==> src/rtl/gpio_pkg.sv <==
package gpio_pkg;

    localparam int GPIO_ADDR_W = 3;

    typedef enum logic [GPIO_ADDR_W-1:0] {
        REG_DATA = 3'd0,
        REG_CLR  = 3'd1,
        REG_SET  = 3'd2,
        REG_TGL  = 3'd3,
        REG_DIR  = 3'd4,
        REG_INEN = 3'd5,
        REG_FSEL = 3'd6,
        REG_NONE = 3'd7
    } gpio_reg_e;

endpackage

==> src/rtl/gpio_regfile.sv <==
module gpio_regfile
    import gpio_pkg::*;
#(
    parameter int NUM_PINS = 16
) (
    input  logic                   clk,
    input  logic                   rst_n,
    input  logic [GPIO_ADDR_W-1:0] addr,
    input  logic [NUM_PINS-1:0]    wdata,
    input  logic                   wr,
    output logic [NUM_PINS-1:0]    out_q,
    output logic [NUM_PINS-1:0]    dir_q,
    output logic [NUM_PINS-1:0]    inen_q,
    output logic [NUM_PINS-1:0]    fsel_q
);

    gpio_reg_e             sel;
    logic [NUM_PINS-1:0]   out_d, dir_d, inen_d, fsel_d;

    assign sel = gpio_reg_e'(addr);

    always_comb begin
        out_d  = out_q;
        dir_d  = dir_q;
        inen_d = inen_q;
        fsel_d = fsel_q;
        if (wr) begin
            unique case (sel)
                REG_DATA: out_d  = wdata;
                REG_CLR:  out_d  = out_q & ~wdata;
                REG_SET:  out_d  = out_q | wdata;
                REG_TGL:  out_d  = out_q ^ wdata;
                REG_DIR:  dir_d  = wdata;
                REG_INEN: inen_d = wdata;
                REG_FSEL: fsel_d = wdata;
                REG_NONE: ;
            endcase
        end
    end

    always_ff @(posedge clk or negedge rst_n) begin
        if (!rst_n) begin
            out_q  <= '0;
            dir_q  <= '0;
            inen_q <= '0;
            fsel_q <= '0;
        end else begin
            out_q  <= out_d;
            dir_q  <= dir_d;
            inen_q <= inen_d;
            fsel_q <= fsel_d;
        end
    end

    AST_SET_MASKED: assert property (@(posedge clk) disable iff (!rst_n)
        (wr && addr == REG_SET) |=> ((out_q & $past(wdata)) == $past(wdata)) &&
                                    ((out_q & ~$past(wdata)) == ($past(out_q) & ~$past(wdata))));
    AST_CLR_MASKED: assert property (@(posedge clk) disable iff (!rst_n)
        (wr && addr == REG_CLR) |=> ((out_q & $past(wdata)) == '0) &&
                                    ((out_q & ~$past(wdata)) == ($past(out_q) & ~$past(wdata))));
    AST_TGL_MASKED: assert property (@(posedge clk) disable iff (!rst_n)
        (wr && addr == REG_TGL) |=> (out_q ^ $past(out_q)) == $past(wdata));
    AST_DIR_HELD: assert property (@(posedge clk) disable iff (!rst_n)
        !(wr && addr == REG_DIR) |=> $stable(dir_q));
    AST_UNMAPPED_INERT: assert property (@(posedge clk) disable iff (!rst_n)
        (wr && addr == REG_NONE) |=> $stable(out_q) && $stable(dir_q) &&
                                     $stable(inen_q) && $stable(fsel_q));

endmodule

==> src/rtl/gpio_in_sync.sv <==
module gpio_in_sync #(
    parameter int NUM_PINS    = 16,
    parameter int SYNC_STAGES = 2
) (
    input  logic                clk,
    input  logic                rst_n,
    input  logic [NUM_PINS-1:0] pad_in,
    input  logic [NUM_PINS-1:0] inen,
    output logic [NUM_PINS-1:0] sync_out
);

    localparam int LAST = SYNC_STAGES - 1;

    for (genvar p = 0; p < NUM_PINS; p++) begin : g_pin
        logic [LAST:0] chain;
        logic          gated;

        assign gated = pad_in[p] & inen[p];

        always_ff @(posedge clk or negedge rst_n) begin
            if (!rst_n) chain <= '0;
            else        chain <= {chain[LAST-1:0], gated};
        end

        assign sync_out[p] = chain[LAST];

        if (SYNC_STAGES == 2) begin : g_chk
            AST_DISABLED_QUIET: assert property (@(posedge clk) disable iff (!rst_n)
                (!inen[p] && !$past(inen[p])) |=> !sync_out[p]);
        end
    end

endmodule

==> src/rtl/gpio_pad_mux.sv <==
module gpio_pad_mux #(
    parameter int NUM_PINS = 16
) (
    input  logic [NUM_PINS-1:0] fsel,
    input  logic [NUM_PINS-1:0] gpio_out,
    input  logic [NUM_PINS-1:0] gpio_dir,
    input  logic [NUM_PINS-1:0] periph_out,
    input  logic [NUM_PINS-1:0] periph_oe,
    output logic [NUM_PINS-1:0] pad_out,
    output logic [NUM_PINS-1:0] pad_oe
);

    for (genvar p = 0; p < NUM_PINS; p++) begin : g_pin
        always_comb begin
            if (fsel[p]) begin
                pad_out[p] = periph_out[p];
                pad_oe[p]  = periph_oe[p];
            end else begin
                pad_out[p] = gpio_out[p];
                pad_oe[p]  = gpio_dir[p];
            end
        end
    end

endmodule

==> src/rtl/gpio_rd_mux.sv <==
module gpio_rd_mux
    import gpio_pkg::*;
#(
    parameter int NUM_PINS = 16
) (
    input  logic                   clk,
    input  logic                   rst_n,
    input  logic                   rd,
    input  logic [GPIO_ADDR_W-1:0] addr,
    input  logic [NUM_PINS-1:0]    out_q,
    input  logic [NUM_PINS-1:0]    dir_q,
    input  logic [NUM_PINS-1:0]    inen_q,
    input  logic [NUM_PINS-1:0]    fsel_q,
    input  logic [NUM_PINS-1:0]    sync_in,
    output logic [NUM_PINS-1:0]    rdata
);

    logic [NUM_PINS-1:0] word;

    always_comb begin
        unique case (gpio_reg_e'(addr))
            REG_DATA: word = (out_q & dir_q) | (sync_in & ~dir_q);
            REG_CLR,
            REG_SET,
            REG_TGL:  word = out_q;
            REG_DIR:  word = dir_q;
            REG_INEN: word = inen_q;
            REG_FSEL: word = fsel_q;
            REG_NONE: word = '0;
        endcase
    end

    assign rdata = rd ? word : '0;

    AST_IDLE_RDATA_ZERO: assert property (@(posedge clk) disable iff (!rst_n)
        !rd |-> rdata == '0);

endmodule

==> src/rtl/gpio_port_ctrl.sv <==
module gpio_port_ctrl
    import gpio_pkg::*;
#(
    parameter int NUM_PINS    = 16,
    parameter int SYNC_STAGES = 2
) (
    input  logic                   clk,
    input  logic                   rst_n,
    input  logic [GPIO_ADDR_W-1:0] bus_addr,
    input  logic [NUM_PINS-1:0]    bus_wdata,
    input  logic                   bus_wr,
    input  logic                   bus_rd,
    output logic [NUM_PINS-1:0]    bus_rdata,
    input  logic [NUM_PINS-1:0]    pad_in,
    output logic [NUM_PINS-1:0]    pad_out,
    output logic [NUM_PINS-1:0]    pad_oe,
    input  logic [NUM_PINS-1:0]    periph_out,
    input  logic [NUM_PINS-1:0]    periph_oe,
    output logic [NUM_PINS-1:0]    periph_in
);

    logic [NUM_PINS-1:0] out_q, dir_q, inen_q, fsel_q, sync_q;

    gpio_regfile #(.NUM_PINS(NUM_PINS)) u_regs (
        .clk    (clk),
        .rst_n  (rst_n),
        .addr   (bus_addr),
        .wdata  (bus_wdata),
        .wr     (bus_wr),
        .out_q  (out_q),
        .dir_q  (dir_q),
        .inen_q (inen_q),
        .fsel_q (fsel_q)
    );

    gpio_in_sync #(.NUM_PINS(NUM_PINS), .SYNC_STAGES(SYNC_STAGES)) u_sync (
        .clk      (clk),
        .rst_n    (rst_n),
        .pad_in   (pad_in),
        .inen     (inen_q),
        .sync_out (sync_q)
    );

    gpio_pad_mux #(.NUM_PINS(NUM_PINS)) u_pads (
        .fsel       (fsel_q),
        .gpio_out   (out_q),
        .gpio_dir   (dir_q),
        .periph_out (periph_out),
        .periph_oe  (periph_oe),
        .pad_out    (pad_out),
        .pad_oe     (pad_oe)
    );

    gpio_rd_mux #(.NUM_PINS(NUM_PINS)) u_rd (
        .clk     (clk),
        .rst_n   (rst_n),
        .rd      (bus_rd),
        .addr    (bus_addr),
        .out_q   (out_q),
        .dir_q   (dir_q),
        .inen_q  (inen_q),
        .fsel_q  (fsel_q),
        .sync_in (sync_q),
        .rdata   (bus_rdata)
    );

    assign periph_in = sync_q;

    AST_RESET_NO_DRIVE: assert property (@(posedge clk) disable iff (!rst_n)
        $rose(rst_n) |-> pad_oe == (fsel_q & periph_oe));

endmodule

==> config.mk <==
export PLATFORM = sky130hd
export DESIGN_NAME = gpio_port_ctrl
export DESIGN_NICKNAME = d
export VERILOG_FILES = /design/src/rtl/gpio_pkg.sv /design/src/rtl/gpio_regfile.sv /design/src/rtl/gpio_in_sync.sv /design/src/rtl/gpio_pad_mux.sv /design/src/rtl/gpio_rd_mux.sv /design/src/rtl/gpio_port_ctrl.sv
export SDC_FILE = /design/constraint.sdc
export NUM_CORES = 1
export LEC_CHECK = 0
export BUFFER_PORTS_ARGS = -buffer_cell sky130_fd_sc_hd__buf_4
export CAP_MARGIN = 20
export CELL_PAD_IN_SITES_DETAIL_PLACEMENT = 1
export CELL_PAD_IN_SITES_GLOBAL_PLACEMENT = 1
export CORE_MARGIN = 5
export CORE_UTILIZATION = 38
export DETAILED_ROUTE_END_ITERATION = 16
export GPL_ROUTABILITY_DRIVEN = 1
export HOLD_SLACK_MARGIN = 0.03
export PLACE_DENSITY = 0.77
export SKIP_LAST_GASP = 1
export SLEW_MARGIN = 20
export SYNTH_ARGS = -nofsm -noshare
export SYNTH_HDL_FRONTEND = slang
export SYNTH_SLANG_ARGS = --single-unit
==> constraint.sdc <==
create_clock -name clk -period 1.77 [get_ports clk]
set_clock_uncertainty 0.15 [all_clocks]
set_input_delay 0.0885 -clock clk [delete_from_list [all_inputs] [get_ports clk]]
set_output_delay 0.0885 -clock clk [all_outputs]
set_load 0.05 [all_outputs]
======== Yosys cells after proc, flatten, opt, wreduce, memory -nomap -nowiden ========
Cells that the tools add are included.
W data, S select, Z words.
operators by class
  equality and inequality tests ........... 7
  muxes and demuxes ....................... 35
  bitwise gates (word level) .............. 24
  reductions and logical operators ........ 7
operators with widths
  operator              count
  $pmux W16 S6          1
  $pmux W16 S4          1
  $and A16 B16 Y16      3
  $mux W1               32
  $not A16 Y16          2
  $or A16 B16 Y16       2
  $and A1 B1 Y1         16
  $mux W16              1
  $xor A16 B16 Y16      1
  $eq A3 B3 Y1 const B  4
  $reduce_and A2 Y1     4
  $eq A3 B2 Y1 const B  2
  $reduce_bool A4 Y1    1
  $eq A3 B1 Y1 const B  1
  $logic_not A3 Y1      1
  $reduce_or A3 Y1      1
word-level totals
  register bits ........................... 96
  input bits .............................. 71
  word-level logic and storage cells ...... 93

======== Logic depth before layout (Yosys ltp) ========
  word-level depth ........................ 5
  mapped depth ............................ 6
  depth with buffers taken out ............ 5

======== Hierarchy ========
A second synthesis with hierarchy kept.
unflattened totals
  cells, all modules ...................... 497
  area, all modules ....................... 5733.0 um^2
by module, submodules not included
  module        instances  cells an instance  area each (um^2)  sequential area each (um^2)
  gpio_regfile  1          274                3316.9            1601.5
  gpio_in_sync  1          64                 1021.0            800.8
  gpio_rd_mux   1          127                944.7             0.0
  gpio_pad_mux  1          32                 450.4             0.0

======== Worst setup path after synthesis ========
OpenSTA, ideal clock, no wires.
  kind .................................... register to output
  start ................................... register u_regs.out_q[13]
  end ..................................... output port pad_out[13]
  arrival time ............................ 1521 ps
  path slack .............................. 10 ps
  cell stages (with the launch flop) ...... 3
  buffers on the path ..................... 0
  cells stage by stage .................... dfrtp_1 > inv_1 > o21ai_0
between the ends
  longest elaborated chain between the ends .. 1
RTL lines
  element                 RTL line              RTL
  from (decl)             gpio_regfile.sv:11    output logic [NUM_PINS-1:0] out_q,
  from (signal assigned)  gpio_regfile.sv:48    out_q <= out_d;
  $mux W1                 gpio_pad_mux.sv:15    if (fsel[p]) begin
  to (decl)               gpio_port_ctrl.sv:15  output logic [NUM_PINS-1:0] pad_out,
No other way between the ends.

======== Worst setup path in the final report ========
  start ................................... register u_regs.out_q[11]
  end ..................................... register u_regs.out_q[11]
between the ends
  longest elaborated chain between the ends .. 2
  elaborated cells on any way between the ends .. 4
RTL lines
  element                                   RTL line            RTL
  $xor A16 B16 Y16 (tied with other cells)  gpio_regfile.sv:32  REG_TGL: out_d = out_q ^ wdata;
  $pmux W16 S4 (*)                          gpio_regfile.sv:28  unique case (sel)
Mark *: on every way between the ends. The rest lies on a longest branch, timed or not.
A chain may end at the register's enable or synchronous reset.

==> summary.md <==
The logs give 0.540 for the post-route core utilization and 4756 for the total via count after detailed routing. Routing layer with the top usage in global route: met2. By count the netlist is led by 96 x sky130_fd_sc_hd__dfrtp_1, 49 x sky130_fd_sc_hd__nand2_1, 48 x sky130_fd_sc_hd__inv_1, 48 x sky130_fd_sc_hd__o21ai_0, 45 x sky130_fd_sc_hd__mux2_2. The root buffer cell chosen for the clock tree is sky130_fd_sc_hd__clkbuf_16. The sequential cells in the finished layout cover a total of 2410 sq um. For the global routing met2 resource utilization, the log shows 0.346.

Counting the fill cells in the layout gives 1573. Critical register-to-register path startpoint: u_regs.out_q[11]. The kind of path behind the tightest hold check is input pin to flip-flop.

The tools report the maximum count of clock buffers along a single path as 2. The die is 131 um tall. The tools report the violation count after the first detailed-routing iteration as 262. The logs give 0 for the count of max-cap constraint violations and 0 for the number of slew-limit violations in the final report. Among all flip-flop cells after synthesis, the most frequent one is sky130_fd_sc_hd__dfrtp_1. Ranked by total cell area, the synthesized netlist is headed by sky130_fd_sc_hd__dfrtp_1 43%, sky130_fd_sc_hd__mux2_2 9.1%, sky130_fd_sc_hd__ha_1 7.2%.

The number of nets in the synthesized netlist is 624. After the flow finishes, the layout carries non-filler instances totaling 903. The final cycle utilization of the critical path was 1.00. TritonCTS built the clock tree. In this run the worst setup path begins at u_regs.out_q[11]. In this run the most critical hold path is launched from bus_wdata[9]. The detail-routed net length per standard cell came out at 19.7 um. The register bit count reported by yosys was 96.

The logs give 17.8 mm for the overall routed net length and 3.74 nW for the reported leakage power. The area of the multi-input gates was 2760 sq um. The antenna cell count came out at 0. Counting flops with a built-in enable in the synthesized netlist gives 0.

After clock tree synthesis, the clock-pin slew on the worst setup and hold paths is 70 ps. STA classifies the critical path startpoint as a flip-flop. Summing all non-filler instances in the final layout gives an area of 7820 sq um. The total placed instance area is 6750 sq um. The total of warnings raised by yosys is 0, and the power per cell area is 1170 nW/um^2.

The tools report the peak supply drop as 0.571 mV. The most frequent cell after synthesis was sky130_fd_sc_hd__dfrtp_1. The floorplan step set the die width to 131 um. The first TritonRoute pass finished after 4 iterations. Once detailed placement completed, the half-perimeter wirelength came to 11.9 mm.

After detailed placement, the design holds a cell count of 822. Timing analysis after detailed placement gives a worst setup slack of -25.5 ps. The mean post-synth cell area works out to 10.7 sq um. The worst setup path is captured at a flip-flop. The tools report the wire length of the first global-routing pass as 28.2 mm. For the worst setup path, the data required time is 1860 ps. Routability-driven placement finished with a final weighted congestion of 0.794. The number of hold-slack violations in the final timing report is 0, and the final layout net count is 817. The critical path ends at u_regs.out_q[11]. The run gives 0.255 as the global-route met1 utilization.

Setup slack on the worst reg-to-reg path comes out at 0.7 ps. In this run the worst path has a maximum fanout of 4. The number of cells on the worst reg-to-reg path is 4. The routing usage on met3 came out at 0.0463. The clock drives 96 sinks. Fraction of post-synthesis cell area in the top cell type by area: 0.431.

The ratio of cells with drive above 1 in the final layout was 0.445; the boundary pin count was 135. The count of buffers added on input and output ports is 134. The run finished with clean final reports. The total overflow left after global routing is 0. Overall track demand over capacity in global routing: 0.202.

Clock tree synthesis inserted a total of 9 buffers. The async set-reset flop share out of synthesis was 1.00. The via count of the first global-routing pass was 5287; the worst slew margin relative to its limit was 0.638. The post-synthesis cell type count came out at 31. The end of the worst register-to-register path was u_regs.out_q[11]. The initial antenna violation count came out at 0. The floorplan row count was 44; the final count of negative-setup-slack endpoints was 0. Setup repair after global routing could not meet its margin everywhere. Relative to the synthesized area, the layout overhead comes to 40.2%.

The run gives 0.723 ps as the least setup slack across all paths after layout. The critical path is of the flip-flop to flip-flop type. The mapped netlist covers 5580 sq um. The shortest period the worst path allows works out to 1770 ps. Entering global routing, the biggest net connects 61 pins.

Measured slew at the worst slew-check pin: 541 ps. DRC violation count after routing: 0. The tools report the initial core utilization as 0.385.

The die covers 17200 sq um. The logs give 360 ps for the worst-skew pair later-pin latency and 521 for the number of cells produced by synthesis. The via density per instance came out at 5.27. The library cell occupying the most area in the post-synthesis netlist was sky130_fd_sc_hd__dfrtp_1. The placeable core area came out at 14500 sq um. The proportion of synthesized chip area in sequential cells was 0.431; the number of nets with antenna violations after detailed routing was 0. The tools report the final worst hold slack as 59.0 ps. The H-tree was split into 3 levels.

STA puts the critical path data arrival time at 1860 ps. For the maximum achievable frequency, the log shows 0.565 GHz.
-- cells by family after synthesis --
logic type                 Yosys count  share of synthesized area
AOI/OAI and AO/OA                  112                      0.122
adders and majority gates           32                     0.0718
buffers and inverters               95                     0.0893
DFF                                 96                      0.431
muxes                               80                      0.196
and+or+nand+nor                    106                     0.0898
-- sequential cells by signal, indices dropped and copies added (netlist names) --
name and count:
u_regs.fsel_q 16, u_sync.g_pin.chain 32, u_regs.dir_q 16, u_regs.inen_q 16, u_regs.out_q 16
-- layer usage --
metal | vias up | wire length, um
met3 | 20 | 1100
met5 | - | 0
li1 | 2193 | -
met4 | 0 | 323
met2 | 146 | 8930
met1 | 2397 | 7410
-- through the flow --
step	setup TNS, ps	power (W)
6_report	0	0.00915
3_5_place_dp	-31.7	0.00661
4_1_cts	-3.40	0.00889
5_1_grt	-193	0.00964
2_1_floorplan	0	0.00543
3_3_place_gp	0	0.00641
-- power by group --
group	switching [W]	leakage [nW]	internal, W
Sequential	0.000415	1.20	0.00263
Clock	0.000875	0.148	0.00117
Combinational	0.00232	2.39	0.00174
-- critical path, cell delays in order (launching register included) --
cell and delay [ps]:
sky130_fd_sc_hd__dfrtp_1 400, sky130_fd_sc_hd__inv_2 70, sky130_fd_sc_hd__ha_1 270, sky130_fd_sc_hd__mux4_2 490
sky130_fd_sc_hd__mux2_4 280
-- worst min-delay path by stage --
stage,end,cells after the start
2_1_floorplan,u_regs.dir_q[0],0
6_report,u_regs.dir_q[9],3
4_1_cts,u_regs.out_q[6],3
5_1_grt,u_regs.out_q[10],3
3_3_place_gp,u_sync.g_pin[4].chain[0],1
3_5_place_dp,u_sync.g_pin[4].chain[0],1
-- cell type report --
cell class,count,area share
multi-input combinational,330,0.353
sequential,96,0.309
clock buffer,11,0.0323
timing repair buffer,229,0.246
clock inverter,5,0.00704
inverter,48,0.0230
tap,184,0.0294
-- cell usage in the layout (no fill, tap or decap), drive strengths merged, types with 32 or more instances in the layout --
| master | Yosys | layout |
|---|---|---|
| buf | 36 | 185 |
| dlygate4sd3 | 0 | 41 |
| o21ai | 48 | 48 |
| ha | 32 | 32 |
| a21oi | 32 | 32 |
| dfrtp | 96 | 96 |
| nand2 | 49 | 49 |
| mux2 | 48 | 48 |
| inv | 48 | 48 |
-- timing repair --
item                                   4_1_cts  5_1_grt
endpoints found under the hold margin      160        0
gates cloned                                 0        1
setup buffers                                5       16
hold buffers                                43        0
setup endpoints to repair                   14       27
gates resized for setup                     12       60
pin swaps                                    1        8
No activity file was read; power rests on OpenSTA's default activity.
